## src/rtl/pis_pkg.sv

```systemverilog
// Package: shared defaults for the parcel issue stage.
// Assumes: parcels are 16 bits and long instructions span exactly two parcels.
package pis_pkg;
    localparam int PIS_PARCEL_W = 16;  // bits per parcel
    localparam int PIS_OPC_W    = 4;   // length field width at top of a parcel
    localparam int PIS_LONG_MIN = 12;  // smallest field value meaning "two parcels"
endpackage

```

## src/rtl/pis_len_dec.sv

```systemverilog
// Module: length decoder. Looks at the opcode field in the top bits of a
// leading parcel and flags it as the head of a two-parcel instruction.
// Assumes: the field sits in the most significant OPC_W bits of the parcel.
module pis_len_dec #(
    parameter int PW       = pis_pkg::PIS_PARCEL_W,
    parameter int OPC_W    = pis_pkg::PIS_OPC_W,
    parameter int LONG_MIN = pis_pkg::PIS_LONG_MIN
) (
    input  logic [PW-1:0] parcel,
    output logic          is_long
);
    logic [OPC_W-1:0] field;

    // Pick the opcode field and compare it against the long threshold.
    always_comb begin
        field   = parcel[PW-1 -: OPC_W];
        is_long = (field >= OPC_W'(LONG_MIN));
    end
endmodule

```

## src/rtl/pis_prefetch.sv

```systemverilog
// Module: one-entry prefetch register (the "next parcel" slot).
// Takes a parcel from the source whenever it is empty or being drained in
// the same cycle. Holds its content when the downstream slots are busy.
// Assumes: `take` is only asserted while the slot is valid.
module pis_prefetch #(
    parameter int PW = pis_pkg::PIS_PARCEL_W
) (
    input  logic          clk,
    input  logic          rst_n,
    input  logic          in_valid,
    input  logic [PW-1:0] in_data,
    output logic          in_ready,
    input  logic          take,
    output logic          nxt_v,
    output logic [PW-1:0] nxt_data
);
    // Free when empty or emptied by the downstream move this cycle.
    always_comb in_ready = !nxt_v || take;

    // Load a new parcel or go empty whenever the slot is free; otherwise hold.
    always_ff @(posedge clk) begin
        if (!rst_n) begin
            nxt_v    <= 1'b0;
            nxt_data <= '0;
        end else if (in_ready) begin
            nxt_v <= in_valid;
            if (in_valid) nxt_data <= in_data;
        end
    end
endmodule

```

## src/rtl/pis_hold.sv

```systemverilog
// Module: current/lower instruction registers and issue control.
// The prefetched parcel moves into the current slot when that slot frees up.
// When the current slot holds the head of a long instruction, the next
// prefetched parcel moves into the lower slot instead. A complete
// instruction issues only when res_ready is high and is never dropped.
// Assumes: nxt_long is the decoded length of nxt_data.
module pis_hold #(
    parameter int PW = pis_pkg::PIS_PARCEL_W,
    localparam int IW = 2 * PW
) (
    input  logic          clk,
    input  logic          rst_n,
    input  logic          nxt_v,
    input  logic [PW-1:0] nxt_data,
    input  logic          nxt_long,
    input  logic          res_ready,
    output logic          take,
    output logic          complete,
    output logic          issue_valid,
    output logic [IW-1:0] issue_instr,
    output logic          issue_long
);
    logic          cur_v, cur_long, low_v;
    logic [PW-1:0] cur_q, low_q;
    logic          fire, to_cur, to_low;

    // Decide the issue and which slot, if any, the prefetched parcel enters.
    always_comb begin
        complete = cur_v && (!cur_long || low_v);
        fire     = complete && res_ready;
        to_low   = nxt_v && cur_v && cur_long && !low_v;
        to_cur   = nxt_v && (!cur_v || fire);
        take     = to_low || to_cur;
    end

    // Present the held instruction; the low half is zero for short ones.
    always_comb begin
        issue_valid = fire;
        issue_long  = cur_long;
        issue_instr = {cur_q, cur_long ? low_q : {PW{1'b0}}};
    end

    // Retire on issue, then refill the current or lower slot.
    always_ff @(posedge clk) begin
        if (!rst_n) begin
            cur_v    <= 1'b0;
            cur_long <= 1'b0;
            low_v    <= 1'b0;
            cur_q    <= '0;
            low_q    <= '0;
        end else begin
            if (fire) begin
                cur_v <= 1'b0;
                low_v <= 1'b0;
            end
            if (to_cur) begin
                cur_v    <= 1'b1;
                cur_long <= nxt_long;
                cur_q    <= nxt_data;
            end
            if (to_low) begin
                low_v <= 1'b1;
                low_q <= nxt_data;
            end
        end
    end
endmodule

```

## src/rtl/pis_issue_stage.sv

```systemverilog
// Module: variable-length parcel issue stage (top).
// Chains prefetch register -> length decode -> current/lower hold and issue.
// Assumes: the source keeps data stable only for the cycle it is consumed.
module pis_issue_stage #(
    parameter int PW       = pis_pkg::PIS_PARCEL_W,
    parameter int OPC_W    = pis_pkg::PIS_OPC_W,
    parameter int LONG_MIN = pis_pkg::PIS_LONG_MIN,
    localparam int IW = 2 * PW
) (
    input  logic          clk,
    input  logic          rst_n,
    input  logic          parcel_valid,
    input  logic [PW-1:0] parcel_data,
    output logic          parcel_ready,
    input  logic          res_ready,
    output logic          issue_valid,
    output logic [IW-1:0] issue_instr,
    output logic          issue_long
);
    logic          nxt_v, nxt_long, take, held_complete;
    logic [PW-1:0] nxt_data;

    pis_prefetch #(.PW(PW)) u_pref (
        .clk(clk), .rst_n(rst_n),
        .in_valid(parcel_valid), .in_data(parcel_data), .in_ready(parcel_ready),
        .take(take), .nxt_v(nxt_v), .nxt_data(nxt_data)
    );

    pis_len_dec #(.PW(PW), .OPC_W(OPC_W), .LONG_MIN(LONG_MIN)) u_dec (
        .parcel(nxt_data), .is_long(nxt_long)
    );

    pis_hold #(.PW(PW)) u_hold (
        .clk(clk), .rst_n(rst_n),
        .nxt_v(nxt_v), .nxt_data(nxt_data), .nxt_long(nxt_long),
        .res_ready(res_ready), .take(take), .complete(held_complete),
        .issue_valid(issue_valid), .issue_instr(issue_instr), .issue_long(issue_long)
    );
endmodule

```

## config.mk

```make
export PLATFORM = sky130hd
export DESIGN_NAME = pis_issue_stage
export DESIGN_NICKNAME = d
export VERILOG_FILES = /design/src/rtl/pis_pkg.sv /design/src/rtl/pis_len_dec.sv /design/src/rtl/pis_prefetch.sv /design/src/rtl/pis_hold.sv /design/src/rtl/pis_issue_stage.sv
export SDC_FILE = /design/constraint.sdc
export NUM_CORES = 1
export LEC_CHECK = 0
export ABC_AREA = 1
export CORE_UTILIZATION = 45
export DETAILED_ROUTE_END_ITERATION = 10
export DONT_BUFFER_PORTS = 1
export HOLD_SLACK_MARGIN = 0.05
export PLACE_DENSITY = 0.64
export SLEW_MARGIN = 30
export SYNTH_ARGS = -nofsm -noshare
export SYNTH_HDL_FRONTEND = slang
export SYNTH_SLANG_ARGS = --single-unit
export TNS_END_PERCENT = 20
```

## constraint.sdc

```tcl
create_clock -name clk -period 1.7 [get_ports clk]
set_input_delay 0.17 -clock clk [delete_from_list [all_inputs] [get_ports clk]]
set_output_delay 0.17 -clock clk [all_outputs]
set_load 0.03 [all_outputs]
```

* After elaboration in Yosys (flattened, before gate mapping) *
Index checks and enable logic that the tools add are counted.

storage, ports and cells
  flip-flop bits (word level) = 52
  input port bits = 20
  output and inout port bits = 35
  logic and storage cells = 29

cells by class
  $lt $le $gt $ge = 1
  muxes and demuxes = 4
  reduce and logical (&&, ||, !) cells = 17

operators with widths
  cell                                                       count
  16-bit 2-to-1 mux                                          1
  1-bit logical AND                                          6
  4-bit greater-or-equal comparator (second input constant)  1
  1-bit logical NOT                                          4
  1-bit logical OR                                           4
  2-bit nonzero test                                         2
  1-bit 2-to-1 mux                                           3
  2-bit AND reduction                                        1

* Depth between registers and ports, before layout *
  depth in word-level cells = 9
  gate-level depth with buffers = 9
  mapped depth without buffers = 8

* Hierarchy *
A second synthesis with hierarchy kept.

second synthesis, totals
  cells, all modules = 343
  area, all modules = 2428.6 µm²

modules (own cells, without submodules)
  module        instances  cells each  area an instance (µm²)  sequential area each (µm²)
  pis_hold      1          231         1566.5                  700.7
  pis_prefetch  1          110         854.6                   340.3
  pis_len_dec   1          2           7.5                     0.0

* Worst setup path before layout *
OpenSTA, ideal clock, no wires.

  path type = flip-flop to flip-flop
  start = reg u_hold.cur_long, in the netlist u_hold.issue_long
  end = reg u_hold.cur_q[10]
  setup time = 0.113 ns
  arrival time = 1.416 ns
  required time = 1.587 ns
  slack = 0.171 ns
  cell stages (with the launch flop) = 10
  path buffers = 2
  clock period less this slack = 1.529 ns
  cells stage by stage = dfxtp_1 -> buf_4 -> nand2_1 -> nand2_1 -> nand2_2 -> nand2_4 -> clkinv_2 -> buf_6 -> nor2_1 -> nor2_1

between the ends
  longest elaborated chain between the ends = 6

RTL lines
  element                 line            source
  from (decl)             pis_hold.sv:23  logic cur_v, cur_long, low_v;
  from (signal assigned)  pis_hold.sv:58  cur_long <= nxt_long;
  1-bit logical NOT       pis_hold.sv:29  complete = cur_v && (!cur_long || low_v);
  1-bit logical OR        pis_hold.sv:29
  1-bit logical AND       pis_hold.sv:29
  1-bit logical AND       pis_hold.sv:30  fire = complete && res_ready;
  1-bit logical OR        pis_hold.sv:32  to_cur = nxt_v && (!cur_v || fire);
  1-bit logical AND       pis_hold.sv:32
  to (signal assigned)    pis_hold.sv:59  cur_q <= nxt_data;
  to (decl)               pis_hold.sv:24  logic [PW-1:0] cur_q, low_q;

Every way passes these cells.
A chain may end at the register's enable or synchronous reset.

* Worst setup path after layout *
  start = reg u_hold.low_v
  end = out parcel_ready

between the ends
  longest elaborated chain between the ends = 7
  elaborated cells on any way between the ends = 9
  classes of those cells = reduce/logical (9)

RTL lines
  element                 line                   source
  from (decl)             pis_hold.sv:23
  from (signal assigned)  pis_hold.sv:48         low_v <= 1'b0;
  from (signal assigned)  pis_hold.sv:54         low_v <= 1'b0;
  from (signal assigned)  pis_hold.sv:62         low_v <= 1'b1;
  1-bit logical OR        pis_hold.sv:29
  1-bit logical AND       pis_hold.sv:29
  1-bit logical AND       pis_hold.sv:30
  1-bit logical OR        pis_hold.sv:32
  1-bit logical AND       pis_hold.sv:32
  1-bit logical OR (*)    pis_hold.sv:33         take = to_low || to_cur;
  1-bit logical OR (*)    pis_prefetch.sv:18     always_comb in_ready = !nxt_v || take;
  to (decl)               pis_issue_stage.sv:14  output logic parcel_ready,

Every way passes the cells marked *; elsewhere a longest branch is shown, timed or not.

==> impl_metrics.toml <==
[synth]
postSynth.topFlopCell = "sky130_fd_sc_hd__dfxtp_1"
yosys.cell_types.count = 19
post_synthesis_net_count = 338
asyncSetResetFlopFracSynth_pct = 0
number_of_synthesized_flops_with_an_enable_pin = 0
synth.avg_cell_area_um2 = 6.95
synth.cells.most_frequent = "sky130_fd_sc_hd__nor2_1, sky130_fd_sc_hd__nand2_1, sky130_fd_sc_hd__dfxtp_1"
netlist.area_leader.share_pct = 47.1
synth_area_leaders = "sky130_fd_sc_hd__dfxtp_1, sky130_fd_sc_hd__nor2_1, sky130_fd_sc_hd__nand2_1"
synth_warnings = 0
synth_seq_cells = 52
synth.yosys.seq_area_share_pct = 47.1
leading_cell_type_by_number_of_instances_after_synthesis = "sky130_fd_sc_hd__nor2_1"
synth_top_cell_by_area = "sky130_fd_sc_hd__dfxtp_1"
synth_cells = 318
cell_area_synth_mm2 = 0.00221

[detailed_routing]
dr.pass1.iters = 4
drt-wirelength-per-cell_um = 12.4
drcViolationCount = 0
viasPerCell = 4.77
antenna_nets_post_route = 0
route.vias.total = 1857
drt-initial-drc-count = 131
totalWireLength_mm = 4.81

[timing]
final-max-slew-violation-count = 0
final.setup_skew_ns = 0.00390
actual_slew_at_the_worst_max_slew_pin_ns = 0.827
worst_hold_slack_ns = 0.0555
setup_repair_after_global_routing_missed_its_margin = "no"
min_period_over_period_pct = 94.5
maxSlewHeadroom_pct = 44.7
final_period_minus_worst_setup_slack_ns = 1.61
final_setup_fails = 0
achievable-frequency_ghz = 0.622
final_hold_viol_count = 0
fin_tns_setup_ns = 0

[placed_design]
io_buffers = 0
hpwlAfterDp_mm = 3.20
place_congestion = 0.809

[min_path]
min_path_cells = 3
min_from = "parcel_valid"
min_delay_worst_endpoint = "u_pref.nxt_data[0]"
worst_min_delay_path_category = "in -> reg"

[floorplan]
top_level_ports = 55
floorplan.rows = 25
floorplan.die.height_um = 72.1
floorplan.initialDensity_pct = 46.8
core_mm2 = 0.00472
die_w_um = 72.1
die-area_mm2 = 0.00520

[cells_and_area]
postLayoutCoreUtil_pct = 52.4
design.final.nets = 341
layout-drive-gt1-share_pct = 8.07
ant_diodes = 0
flow.area_growth_from_synthesis_pct = 11.9

[critical_path]
worst_path_required_time_ns = 1.53
crit_path_max_fanout = 15
worstPathCellList = "inv_1 -> nand2_1 -> nand4_4 -> buf_12 -> buf_4 -> buf_4"
crit_reg_reg_endpoint = "u_pref.nxt_data[3]"
critical-path-slowest-cell = "sky130_fd_sc_hd__dfxtp_1"
end_kind = "output port"
worst_setup_path_start_kind = "register"
worst_r2r_startpoint = "u_hold.low_v"
timing.setup.critical_path_class = "reg -> out"
ff2ff_setup_slack_ns = 0.12
cp_data_arrival_time_ns = 1.44
r2r.worst_path.cells = 8
critical_path.most_common_cell = "sky130_fd_sc_hd__buf_4"
max_stage_delay_ns = 0.35

[clock_network]
cts_sinks = 52
cts_tree = "built"
cts_root_buf = "sky130_fd_sc_hd__clkbuf_8"
cts_max_level = 2
ctsLongestPathBuffers = 2
clk_pin_slew_ns = 0.08
numCtsBuffers = 5
clock_latency_of_the_later_clocked_register_in_the_worst_skew_pair_ns = 0.30

[pwr]
static-leakage-power_nw = 1.21
power_per_cell_area_mw_per_mm2 = 943
irDropWorstVdd_uv = 488

[global_routing]
grt_pass1_wl_mm = 7.52
grt_use_met2_pct = 26.7
grt_busiest_layer = "met1"
gr-usage-all-layers_pct = 19.1
global_route.usage.met3_pct = 5.97
global_route.overflow_total = 0
via_count_of_the_first_global_routing_pass = 1490
met1_usage_pct = 27.4
grt_start_max_net_pins = 48
initial_antenna_violation_count = 0

[job]
drv_cap = 0

[status]
run_status = "finished clean"
[worst max-delay path, delay by kind of cell, from the launching register on]
kind                   cells  cell delay [ns]
buffers and inverters      4             0.55
and+or+nand+nor            2             0.23
DFF                        1             0.35
[final cells by class]
cell class                      instances  area [µm²]
Clock buffer                            8        90.1
Fill cell                             490        2250
Inverter                               40         151
Multi-Input combinational cell        206         931
Sequential cell                        52        1040
Tap cell                               67        83.8
Timing Repair Buffer                   16         174
[state kept, by name (all words and copies together) (netlist names)]
| register | cells |
|---|---|
| u_hold.cur_v | 1 |
| u_pref.nxt_v | 1 |
| u_hold.issue_long | 1 |
| u_hold.low_q | 16 |
| u_hold.low_v | 1 |
| u_hold.cur_q | 16 |
| u_pref.nxt_data | 16 |
[power breakdown]
| group | total [W] | internal (W) | leakage, nW | switching [W] |
|---|---|---|---|---|
| combinational | 0.000240 | 0.000104 | 0.735 | 0.000136 |
| sequential | 0.00139 | 0.00128 | 0.427 | 0.000110 |
| clock | 0.000704 | 0.000332 | 0.0455 | 0.000371 |
[cells in the final DEF (no fill, tap or decap)]
cell type / n
sky130_fd_sc_hd__clkinv_1: 1
sky130_fd_sc_hd__buf_6: 1
sky130_fd_sc_hd__nand2_4: 1
sky130_fd_sc_hd__nand3b_1: 15
sky130_fd_sc_hd__inv_1: 38
sky130_fd_sc_hd__nand2_1: 53
sky130_fd_sc_hd__dlygate4sd3_1: 3
sky130_fd_sc_hd__clkbuf_16: 1
sky130_fd_sc_hd__clkbuf_8: 6
sky130_fd_sc_hd__buf_12: 2
sky130_fd_sc_hd__nand3_1: 18
sky130_fd_sc_hd__nand2_2: 2
sky130_fd_sc_hd__buf_4: 9
sky130_fd_sc_hd__nand4_4: 1
sky130_fd_sc_hd__a21oi_1: 21
sky130_fd_sc_hd__dfxtp_2: 2
sky130_fd_sc_hd__clkbuf_1: 2
sky130_fd_sc_hd__o21ai_0: 16
sky130_fd_sc_hd__nor2_1: 78
sky130_fd_sc_hd__nand4_1: 1
sky130_fd_sc_hd__clkinv_2: 1
sky130_fd_sc_hd__dfxtp_1: 50
[logic make-up (layout without fill, tap and decap cells)]
| group | after synthesis | in the layout | synth area share, % |
|---|---|---|---|
| AND/OR/NAND/NOR | 169 | 169 | 33.2 |
| flip-flops | 52 | 52 | 47.1 |
| AO/OA/AOI/OAI | 37 | 37 | 8.38 |
| buffers and inverters | 60 | 64 | 11.3 |
[repair_timing]
| action | in CTS | in global routing |
|---|---|---|
| hold buffers | 4 | 0 |
| hold endpoints to repair | 48 | 0 |
| endpoints found under the setup margin | 0 | 1 |
| resized for setup | 0 | 5 |
| buffers inserted | 0 | 3 |
[worst max path at each step]
| stage | from | to | cells past startpoint | slack [ns] |
|---|---|---|---|---|
| 2_1_floorplan | u_hold.issue_long | u_hold.cur_q[10] | 9 | 0.17 |
| 3_3_place_gp | u_hold.cur_v | u_hold.cur_q[6] | 8 | 0.42 |
| 3_5_place_dp | u_hold.cur_v | u_hold.cur_q[15] | 8 | 0.37 |
| 4_1_cts | u_pref.nxt_v | u_pref.nxt_data[3] | 7 | 0.02 |
| 5_1_grt | u_hold.low_v | u_pref.nxt_data[3] | 8 | 0.02 |
| 6_report | u_hold.low_v | parcel_ready | 6 | 0.09 |
[stage by stage]
stage	instances	power (W)	setup slack, ns	area (µm²)
finish	389	0.00233	0.0928	2470
global route	389	0.00246	0.0231	2470
CTS	385	0.00234	0.0159	2410
detailed placement	373	0.00161	0.371	2270
global placement	373	0.00161	0.420	2270
floorplan	318	0.00158	0.171	2210
[per-layer routing]
layer	up-vias	wire [µm]
met2	65	1980
met5	-	0
met4	0	106
met1	799	2420
li1	983	-
met3	10	307
No activity file was read; power rests on OpenSTA's default activity.
